===== config.mk =====
export PLATFORM = sky130hd
export DESIGN_NAME = lp_tx_top
export DESIGN_NICKNAME = d
export VERILOG_FILES = /design/src/rtl/lp_tx_pkg.sv /design/src/rtl/lp_tx_buf.sv /design/src/rtl/lp_tx_hs.sv /design/src/rtl/lp_tx_ser.sv /design/src/rtl/lp_tx_top.sv
export SDC_FILE = /design/constraint.sdc
export NUM_CORES = 1
export LEC_CHECK = 0
export BUFFER_PORTS_ARGS = -buffer_cell sky130_fd_sc_hd__buf_4
export CAP_MARGIN = 20
export CORE_UTILIZATION = 63
export DETAILED_ROUTE_END_ITERATION = 6
export HOLD_SLACK_MARGIN = 0.12
export PLACE_DENSITY_LB_ADDON = 0.05
export SETUP_SLACK_MARGIN = 0.05
export SLEW_MARGIN = 15
export SYNTH_ARGS = -nofsm -noshare
export SYNTH_HDL_FRONTEND = slang
export SYNTH_SLANG_ARGS = --single-unit

===== constraint.sdc =====
create_clock -name clk -period 3.7 [get_ports clk]
set_input_delay 0.925 -clock clk [delete_from_list [all_inputs] [get_ports clk]]
set_output_delay 0.925 -clock clk [all_outputs]
set_load 0.05 [all_outputs]

===== src/rtl/lp_tx_pkg.sv =====
package lp_tx_pkg;

    // Serialiser state: waiting at a word boundary, or shifting bytes out
    typedef enum logic {
        TX_IDLE = 1'b0,
        TX_SEND = 1'b1
    } lp_tx_state_e;

    // Default geometry of the link
    localparam int unsigned LP_WORD_W  = 32;
    localparam int unsigned LP_LANE_W  = 8;
    localparam int unsigned LP_BUF_DEP = 2;

endpackage


===== src/rtl/lp_tx_buf.sv =====
// Small circular word buffer between the host write port and the serialiser.
module lp_tx_buf #(
    parameter int unsigned W     = 32,
    parameter int unsigned DEPTH = 2
) (
    input  logic         clk,
    input  logic         rst_n,
    input  logic         push,
    input  logic [W-1:0] push_data,
    input  logic         pop,
    output logic [W-1:0] head_data,
    output logic         full,
    output logic         empty
);

    localparam int unsigned AW = (DEPTH > 1) ? $clog2(DEPTH) : 1;
    localparam int unsigned CW = $clog2(DEPTH + 1);

    typedef struct packed {
        logic [DEPTH-1:0][W-1:0] mem;
        logic [AW-1:0]           wp;
        logic [AW-1:0]           rp;
        logic [CW-1:0]           cnt;
    } buf_s;

    buf_s buf_d, buf_q;
    logic push_ok, pop_ok;

    function automatic logic [AW-1:0] ptr_next(input logic [AW-1:0] p);
        return (p == AW'(DEPTH - 1)) ? '0 : p + 1'b1;
    endfunction

    always_comb begin
        buf_d   = buf_q;
        push_ok = push && (buf_q.cnt != CW'(DEPTH));
        pop_ok  = pop && (buf_q.cnt != '0);

        if (push_ok) begin
            buf_d.mem[buf_q.wp] = push_data;
            buf_d.wp            = ptr_next(buf_q.wp);
        end
        if (pop_ok) begin
            buf_d.rp = ptr_next(buf_q.rp);
        end

        case ({push_ok, pop_ok})
            2'b10:   buf_d.cnt = buf_q.cnt + 1'b1;
            2'b01:   buf_d.cnt = buf_q.cnt - 1'b1;
            default: buf_d.cnt = buf_q.cnt;
        endcase
    end

    always_ff @(posedge clk or negedge rst_n) begin
        if (!rst_n) begin
            buf_q <= '0;
        end else begin
            buf_q <= buf_d;
        end
    end

    assign head_data = buf_q.mem[buf_q.rp];
    assign full      = (buf_q.cnt == CW'(DEPTH));
    assign empty     = (buf_q.cnt == '0);

endmodule


===== src/rtl/lp_tx_hs.sv =====
// Enable handshake: watches acknowledge for its first rising edge after enable.
module lp_tx_hs (
    input  logic clk,
    input  logic rst_n,
    input  logic enable,
    input  logic ack_in,
    output logic ready
);

    typedef struct packed {
        logic ack_prev;
        logic ready;
    } hs_s;

    hs_s hs_d, hs_q;

    always_comb begin
        hs_d          = hs_q;
        hs_d.ack_prev = ack_in;
        if (!enable) begin
            hs_d.ready = 1'b0;
        end else if (ack_in && !hs_q.ack_prev) begin
            hs_d.ready = 1'b1;
        end
    end

    always_ff @(posedge clk or negedge rst_n) begin
        if (!rst_n) begin
            hs_q <= '0;
        end else begin
            hs_q <= hs_d;
        end
    end

    assign ready = hs_q.ready;

endmodule


===== src/rtl/lp_tx_ser.sv =====
// Byte serialiser with divide-by-two strobe clock; acknowledge checked per word.
module lp_tx_ser
    import lp_tx_pkg::*;
#(
    parameter int unsigned WORD_W = 32,
    parameter int unsigned LANE_W = 8
) (
    input  logic              clk,
    input  logic              rst_n,
    input  logic              enable,
    input  logic              ready,
    input  logic              ack_in,
    input  logic              word_avail,
    input  logic [WORD_W-1:0] word_in,
    output logic              word_take,
    output logic              busy,
    output logic              lclk,
    output logic [LANE_W-1:0] ldata
);

    localparam int unsigned BEATS = WORD_W / LANE_W;
    localparam int unsigned CNT_W = (BEATS > 1) ? $clog2(BEATS) : 1;
    localparam logic [CNT_W-1:0] LAST_BEAT = CNT_W'(BEATS - 1);

    typedef struct packed {
        lp_tx_state_e      state;
        logic              high_ph;
        logic [CNT_W-1:0]  beat;
        logic [WORD_W-1:0] shreg;
        logic              lclk;
        logic [LANE_W-1:0] data;
    } ser_s;

    ser_s ser_d, ser_q;
    logic can_start;

    always_comb begin
        ser_d     = ser_q;
        word_take = 1'b0;
        can_start = enable && ready && ack_in && word_avail;

        unique case (ser_q.state)
            TX_IDLE: begin
                if (can_start) begin
                    word_take     = 1'b1;
                    ser_d.state   = TX_SEND;
                    ser_d.high_ph = 1'b1;
                    ser_d.beat    = '0;
                    ser_d.lclk    = 1'b1;
                    ser_d.data    = word_in[LANE_W-1:0];
                    ser_d.shreg   = word_in >> LANE_W;
                end
            end
            TX_SEND: begin
                if (ser_q.high_ph) begin
                    ser_d.high_ph = 1'b0;
                    ser_d.lclk    = 1'b0;
                end else if (ser_q.beat != LAST_BEAT) begin
                    ser_d.high_ph = 1'b1;
                    ser_d.lclk    = 1'b1;
                    ser_d.beat    = ser_q.beat + 1'b1;
                    ser_d.data    = ser_q.shreg[LANE_W-1:0];
                    ser_d.shreg   = ser_q.shreg >> LANE_W;
                end else if (can_start) begin
                    word_take     = 1'b1;
                    ser_d.high_ph = 1'b1;
                    ser_d.beat    = '0;
                    ser_d.lclk    = 1'b1;
                    ser_d.data    = word_in[LANE_W-1:0];
                    ser_d.shreg   = word_in >> LANE_W;
                end else begin
                    ser_d.state = TX_IDLE;
                end
            end
            default: ser_d.state = TX_IDLE;
        endcase
    end

    always_ff @(posedge clk or negedge rst_n) begin
        if (!rst_n) begin
            ser_q       <= '0;
            ser_q.state <= TX_IDLE;
        end else begin
            ser_q <= ser_d;
        end
    end

    assign busy  = (ser_q.state == TX_SEND);
    assign lclk  = ser_q.lclk;
    assign ldata = ser_q.data;

endmodule


===== src/rtl/lp_tx_top.sv =====
// Link port transmitter: buffer, enable handshake and byte serialiser.
module lp_tx_top
    import lp_tx_pkg::*;
#(
    parameter int unsigned WORD_W  = LP_WORD_W,
    parameter int unsigned LANE_W  = LP_LANE_W,
    parameter int unsigned BUF_DEP = LP_BUF_DEP
) (
    input  logic              clk,
    input  logic              rst_n,
    input  logic              enable,
    input  logic              wr_valid,
    input  logic [WORD_W-1:0] wr_data,
    output logic              buf_full,
    output logic              buf_empty,
    input  logic              ack_in,
    output logic              lclk_out,
    output logic [LANE_W-1:0] ldata_out,
    output logic              srv_req
);

    logic [WORD_W-1:0] head_word;
    logic              take_word;
    logic              hs_ready;
    logic              tx_busy;

    lp_tx_buf #(
        .W     (WORD_W),
        .DEPTH (BUF_DEP)
    ) u_buf (
        .clk       (clk),
        .rst_n     (rst_n),
        .push      (wr_valid),
        .push_data (wr_data),
        .pop       (take_word),
        .head_data (head_word),
        .full      (buf_full),
        .empty     (buf_empty)
    );

    lp_tx_hs u_hs (
        .clk    (clk),
        .rst_n  (rst_n),
        .enable (enable),
        .ack_in (ack_in),
        .ready  (hs_ready)
    );

    lp_tx_ser #(
        .WORD_W (WORD_W),
        .LANE_W (LANE_W)
    ) u_ser (
        .clk        (clk),
        .rst_n      (rst_n),
        .enable     (enable),
        .ready      (hs_ready),
        .ack_in     (ack_in),
        .word_avail (!buf_empty),
        .word_in    (head_word),
        .word_take  (take_word),
        .busy       (tx_busy),
        .lclk       (lclk_out),
        .ldata      (ldata_out)
    );

    assign srv_req = hs_ready;

endmodule


==> PnR_summary.wiki <==
{| class="wikitable"
! Metric !! Value
|-
| Clock insertion delay at the later pin of the skew report || 0.37 ns
|-
| Number of buffers on the longest clock path || 2
|-
| Net Switching || 1.70 mW
|-
| Portion of total power attributed to the clock network || 15.8%
|-
| Aggregate negative setup slack || 0 ns
|-
| Max Cap Viol || 0
|-
| Largest voltage drop on the vdd net || 0.000433 V
|-
| Total wire length after detailed routing || 8540 um
|-
| Portion of the post-synthesis area used by sequential elements || 56.3%
|-
| Family with the most delay on the worst path || compound AO/OA/AOI/OAI gates
|-
| Hold path startpoint || u_ser.ser_q[18]
|-
| Gate power share || 38.5%
|-
| Yosys warnings || 0
|-
| Number of inserted filler cells in the final layout || 512
|-
| Endpoint class of the critical path || register
|-
| Fraction of synthesis flops using an asynchronous set or reset pin || 100%
|-
| Share of the synthesized area in the top cell type || 56.3%
|-
| Detailed-routing iteration count for the pre-antenna-repair pass || 4
|-
| Area used by multi-input combinational logic || 1810 um^2
|-
| CTS H-Tree Depth || 3
|-
| Final instance area || 5330 um^2
|-
| Start of the worst register-to-register path || u_ser.ser_q[41]
|-
| Net count of the finished layout || 426
|-
| Wire length per cell after detailed routing || 17.4 um
|-
| Vias || 2779
|-
| Cell area after placement || 5120 um^2
|-
| Highest clock frequency the design can meet || 448 MHz
|-
| Post-synth top cells || sky130_fd_sc_hd__dfrtp_1 (107), sky130_fd_sc_hd__mux2_2 (34), sky130_fd_sc_hd__mux2i_1 (32), sky130_fd_sc_hd__mux2_4 (30), sky130_fd_sc_hd__nand2_1 (27)
|-
| Global-route wire length before repair || 13700 um
|-
| Placed Instances || 475
|-
| Number of I/O pins || 49
|-
| Library cell occupying the most area in the post-synthesis netlist || sky130_fd_sc_hd__dfrtp_1
|-
| Initial Utilization || 65.3%
|-
| Synthesized cell area || 4760 um^2
|-
| Most frequently used cell type in the post-synthesis netlist || sky130_fd_sc_hd__dfrtp_1
|-
| Net switching share of the total power || 36.1%
|-
| Antenna violations before repair || 0
|-
| Worst clock skew || 0.0126 ns
|-
| Portion of the clock cycle consumed by the worst path in the final layout || 60.3%
|-
| Final Max Slew Viols || 0
|-
| Final-report hold violation count || 0
|-
| Average size of a mapped cell || 13.6 um^2
|-
| RSZ-0062 raised after global routing || false
|-
| Drt initial violations || 125
|-
| #FFs+latches synth || 107
|-
| Worst setup slack for register-to-register paths || 1.47 ns
|-
| Remaining number of nets flagged by the antenna check after routing || 0
|-
| IO buf count || 48
|-
| Actual slew at the worst max-slew pin || 1.03 ns
|-
| Power density relative to cell area || 882 nW/um^2
|-
| Cell types occupying the most area after synthesis || sky130_fd_sc_hd__dfrtp_1 (56%), sky130_fd_sc_hd__mux2_4 (9.5%), sky130_fd_sc_hd__mux2_2 (8.0%), sky130_fd_sc_hd__mux2i_1 (6.7%), sky130_fd_sc_hd__o221ai_1 (4.4%)
|-
| Number of synthesized flops with an enable pin || 0
|-
| Setup bufs post-CTS || 0
|-
| Critical path class || reg -> reg
|-
| Final cell utilization of the core || 73.1%
|-
| Width of the die || 88.9 um
|-
| Data arrival time at the worst-slack endpoint || 2.44 ns
|-
| Via count of the first global-routing pass || 2668
|-
| Depth of the worst register-to-register path || 5
|-
| DP HPWL || 5500 um
|-
| Distinct cell type count of the synthesized netlist || 31
|-
| Die Span Y || 88.9 um
|-
| Total Die Area || 7900 um^2
|-
| Worst hold-check path type || reg -> reg
|-
| Diode insertion count for antenna repair || 0
|-
| Leakage power total || 2.47 nW
|-
| Slowest stage delay, CP || 0.65 ns
|-
| Total gr overflow || 0
|-
| Post-synth top flop || sky130_fd_sc_hd__dfrtp_1
|-
| Endpoint of the worst register-to-register path || u_ser.ser_q[24]
|-
| Post-layout minimum cycle time || 2.23 ns
|-
| P_int || 3.00 mW
|-
| Number of gates resized after cts || 0
|-
| Cell depth of the worst min-delay path || 2
|-
| Nets in the synthesized netlist || 389
|-
| Required time at the endpoint of the critical path || 3.91 ns
|-
| TritonCTS clock tree || built
|-
| Sequential cell fraction of total power || 45.7%
|-
| End of the worst hold path || u_ser.ser_q[10]
|-
| Slew headroom || 31.5%
|-
| Number of buffer and inverter stages on the critical path || 1
|-
| Run status || completed
|-
| Reg area || 2680 um^2
|-
| Library cell contributing the largest single delay on the critical path || sky130_fd_sc_hd__a21o_1
|-
| Crit Path Max Fanout || 26
|-
| Clock root cell || sky130_fd_sc_hd__clkbuf_8
|-
| Area of the core region || 7290 um^2
|-
| Endpoints failing setup || 0
|-
| Via count normalized by instance count || 5.66
|-
| Number of clock sinks seen by CTS || 107
|-
| Clock transition at path regs || 0.11 ns
|-
| Layout Cells excl Fill || 491
|-
| Total CTS buffers || 9
|-
| Fraction of layout cells with a size suffix above 1 || 35.5%
|-
| Largest net degree at the start of global routing || 60
|-
| Remaining DRCs || 0
|-
| Number of core rows || 31
|-
| Number of buffers added to fix hold violations after cts || 0
|-
| Post-synthesis instance total || 350
|-
| Startpoint type of the worst setup path || register
|-
| Sequence of cells on the critical path || ha_1 > nor3b_4 > buf_4 > a21o_1 > o221ai_1
|-
| Final hold slack || 0.495 ns
|-
| RePlAce Congestion || 0.698
|-
| Area added between synthesis and finish || 12.0%
|-
| GRT Total Usage || 23.8%
|}
==> registers in the layout (all words and copies together) (netlist names) <==
register,flops
u_ser.lclk,1
u_buf.buf_q,68
u_ser.ser_q,27
u_ser.busy,1
u_hs.hs_q,1
u_ser.ldata,8
u_hs.ready,1
==> cell type report <==
type | instances | area share, %
sequential | 107 | 50.3
multi-input combinational | 189 | 33.9
timing repair buffer | 53 | 7.70
clock buffer | 9 | 2.32
tap | 99 | 2.32
inverter | 27 | 1.90
clock inverter | 7 | 1.60
==> how the worst max path moves through the flow <==
stage | startpoint | endpoint | slack, ns | cells after the start
2_1_floorplan | ack_in | u_buf.buf_q[1] | 1.48 | 7
3_3_place_gp | ack_in | u_buf.buf_q[1] | 1.33 | 8
3_5_place_dp | ack_in | u_buf.buf_q[1] | 1.27 | 9
4_1_cts | u_ser.ser_q[41] | u_ser.ser_q[24] | 1.42 | 5
5_1_grt | u_ser.ser_q[41] | u_ser.ldata[1] | 1.29 | 5
6_report | u_ser.ser_q[41] | u_ser.ser_q[24] | 1.47 | 5
==> placed cells by master, fill, tap and decap left out, types with 2 or more instances in the layout <==
cell	n
sky130_fd_sc_hd__o21a_1	3
sky130_fd_sc_hd__o21ai_0	2
sky130_fd_sc_hd__clkbuf_8	9
sky130_fd_sc_hd__mux2_2	34
sky130_fd_sc_hd__nand3_1	4
sky130_fd_sc_hd__nor3b_4	2
sky130_fd_sc_hd__o221ai_1	24
sky130_fd_sc_hd__nor2_1	2
sky130_fd_sc_hd__a21oi_1	3
sky130_fd_sc_hd__mux2_4	30
sky130_fd_sc_hd__nand2_1	27
sky130_fd_sc_hd__inv_8	2
sky130_fd_sc_hd__buf_4	52
sky130_fd_sc_hd__inv_1	26
sky130_fd_sc_hd__xnor2_1	4
sky130_fd_sc_hd__dfrtp_1	106
sky130_fd_sc_hd__o2bb2ai_1	8
sky130_fd_sc_hd__nand3b_1	2
sky130_fd_sc_hd__clkinvlp_4	2
sky130_fd_sc_hd__mux2i_1	32
sky130_fd_sc_hd__ha_1	2
sky130_fd_sc_hd__nor2b_1	2
==> per-stage QoR <==
| stage | power, mW | setup slack, ns |
|---|---|---|
| CTS | 4.75 | 1.42 |
| global placement | 3.90 | 1.33 |
| finish | 4.70 | 1.47 |
| floorplan | 3.58 | 1.48 |
| global route | 4.98 | 1.29 |
| detailed placement | 3.99 | 1.27 |
==> tightest hold or removal path: cells and delay by family, from the launching register on <==
family | cells | cell delay [ns]
and+or+nand+nor | 1 | 0.05
DFF | 1 | 0.35
AOI/OAI and AO/OA | 1 | 0.06
==> logic make-up (layout without fill, tap and decap cells) <==
| logic type | count (synthesis) | after routing | share of synthesized area, % |
|---|---|---|---|
| muxes | 96 | 96 | 24.2 |
| and+or+nand+nor | 42 | 42 | 4.60 |
| adders and majority gates | 2 | 2 | 0.526 |
| AOI/OAI and AO/OA | 44 | 44 | 7.65 |
| xor gates and xnor gates | 5 | 5 | 0.920 |
| buffers and inverters | 54 | 96 | 5.78 |
| DFF | 107 | 107 | 56.3 |
==> metal layers <==
| metal | routed length, um | vias up | global-route usage [%] |
|---|---|---|---|
| li1 | - | 1306 | - |
| met1 | 3980 | 1414 | 31.8 |
| met2 | 4160 | 47 | 38.9 |
| met3 | 287 | 12 | 6.46 |
| met4 | 108 | 0 | 6.16 |
| met5 | 0 | - | 0 |
==> power groups by stage <==
| stage | Clock (mW) | Combinational (mW) | Sequential [mW] |
|---|---|---|---|
| 2_1_floorplan | 0 | 1.61 | 1.97 |
| 3_3_place_gp | 0 | 1.77 | 2.13 |
| 3_5_place_dp | 0 | 1.83 | 2.16 |
| 4_1_cts | 0.766 | 1.84 | 2.14 |
| 5_1_grt | 0.816 | 1.95 | 2.21 |
| 6_report | 0.743 | 1.81 | 2.15 |
No activity file was read; power rests on OpenSTA's default activity.
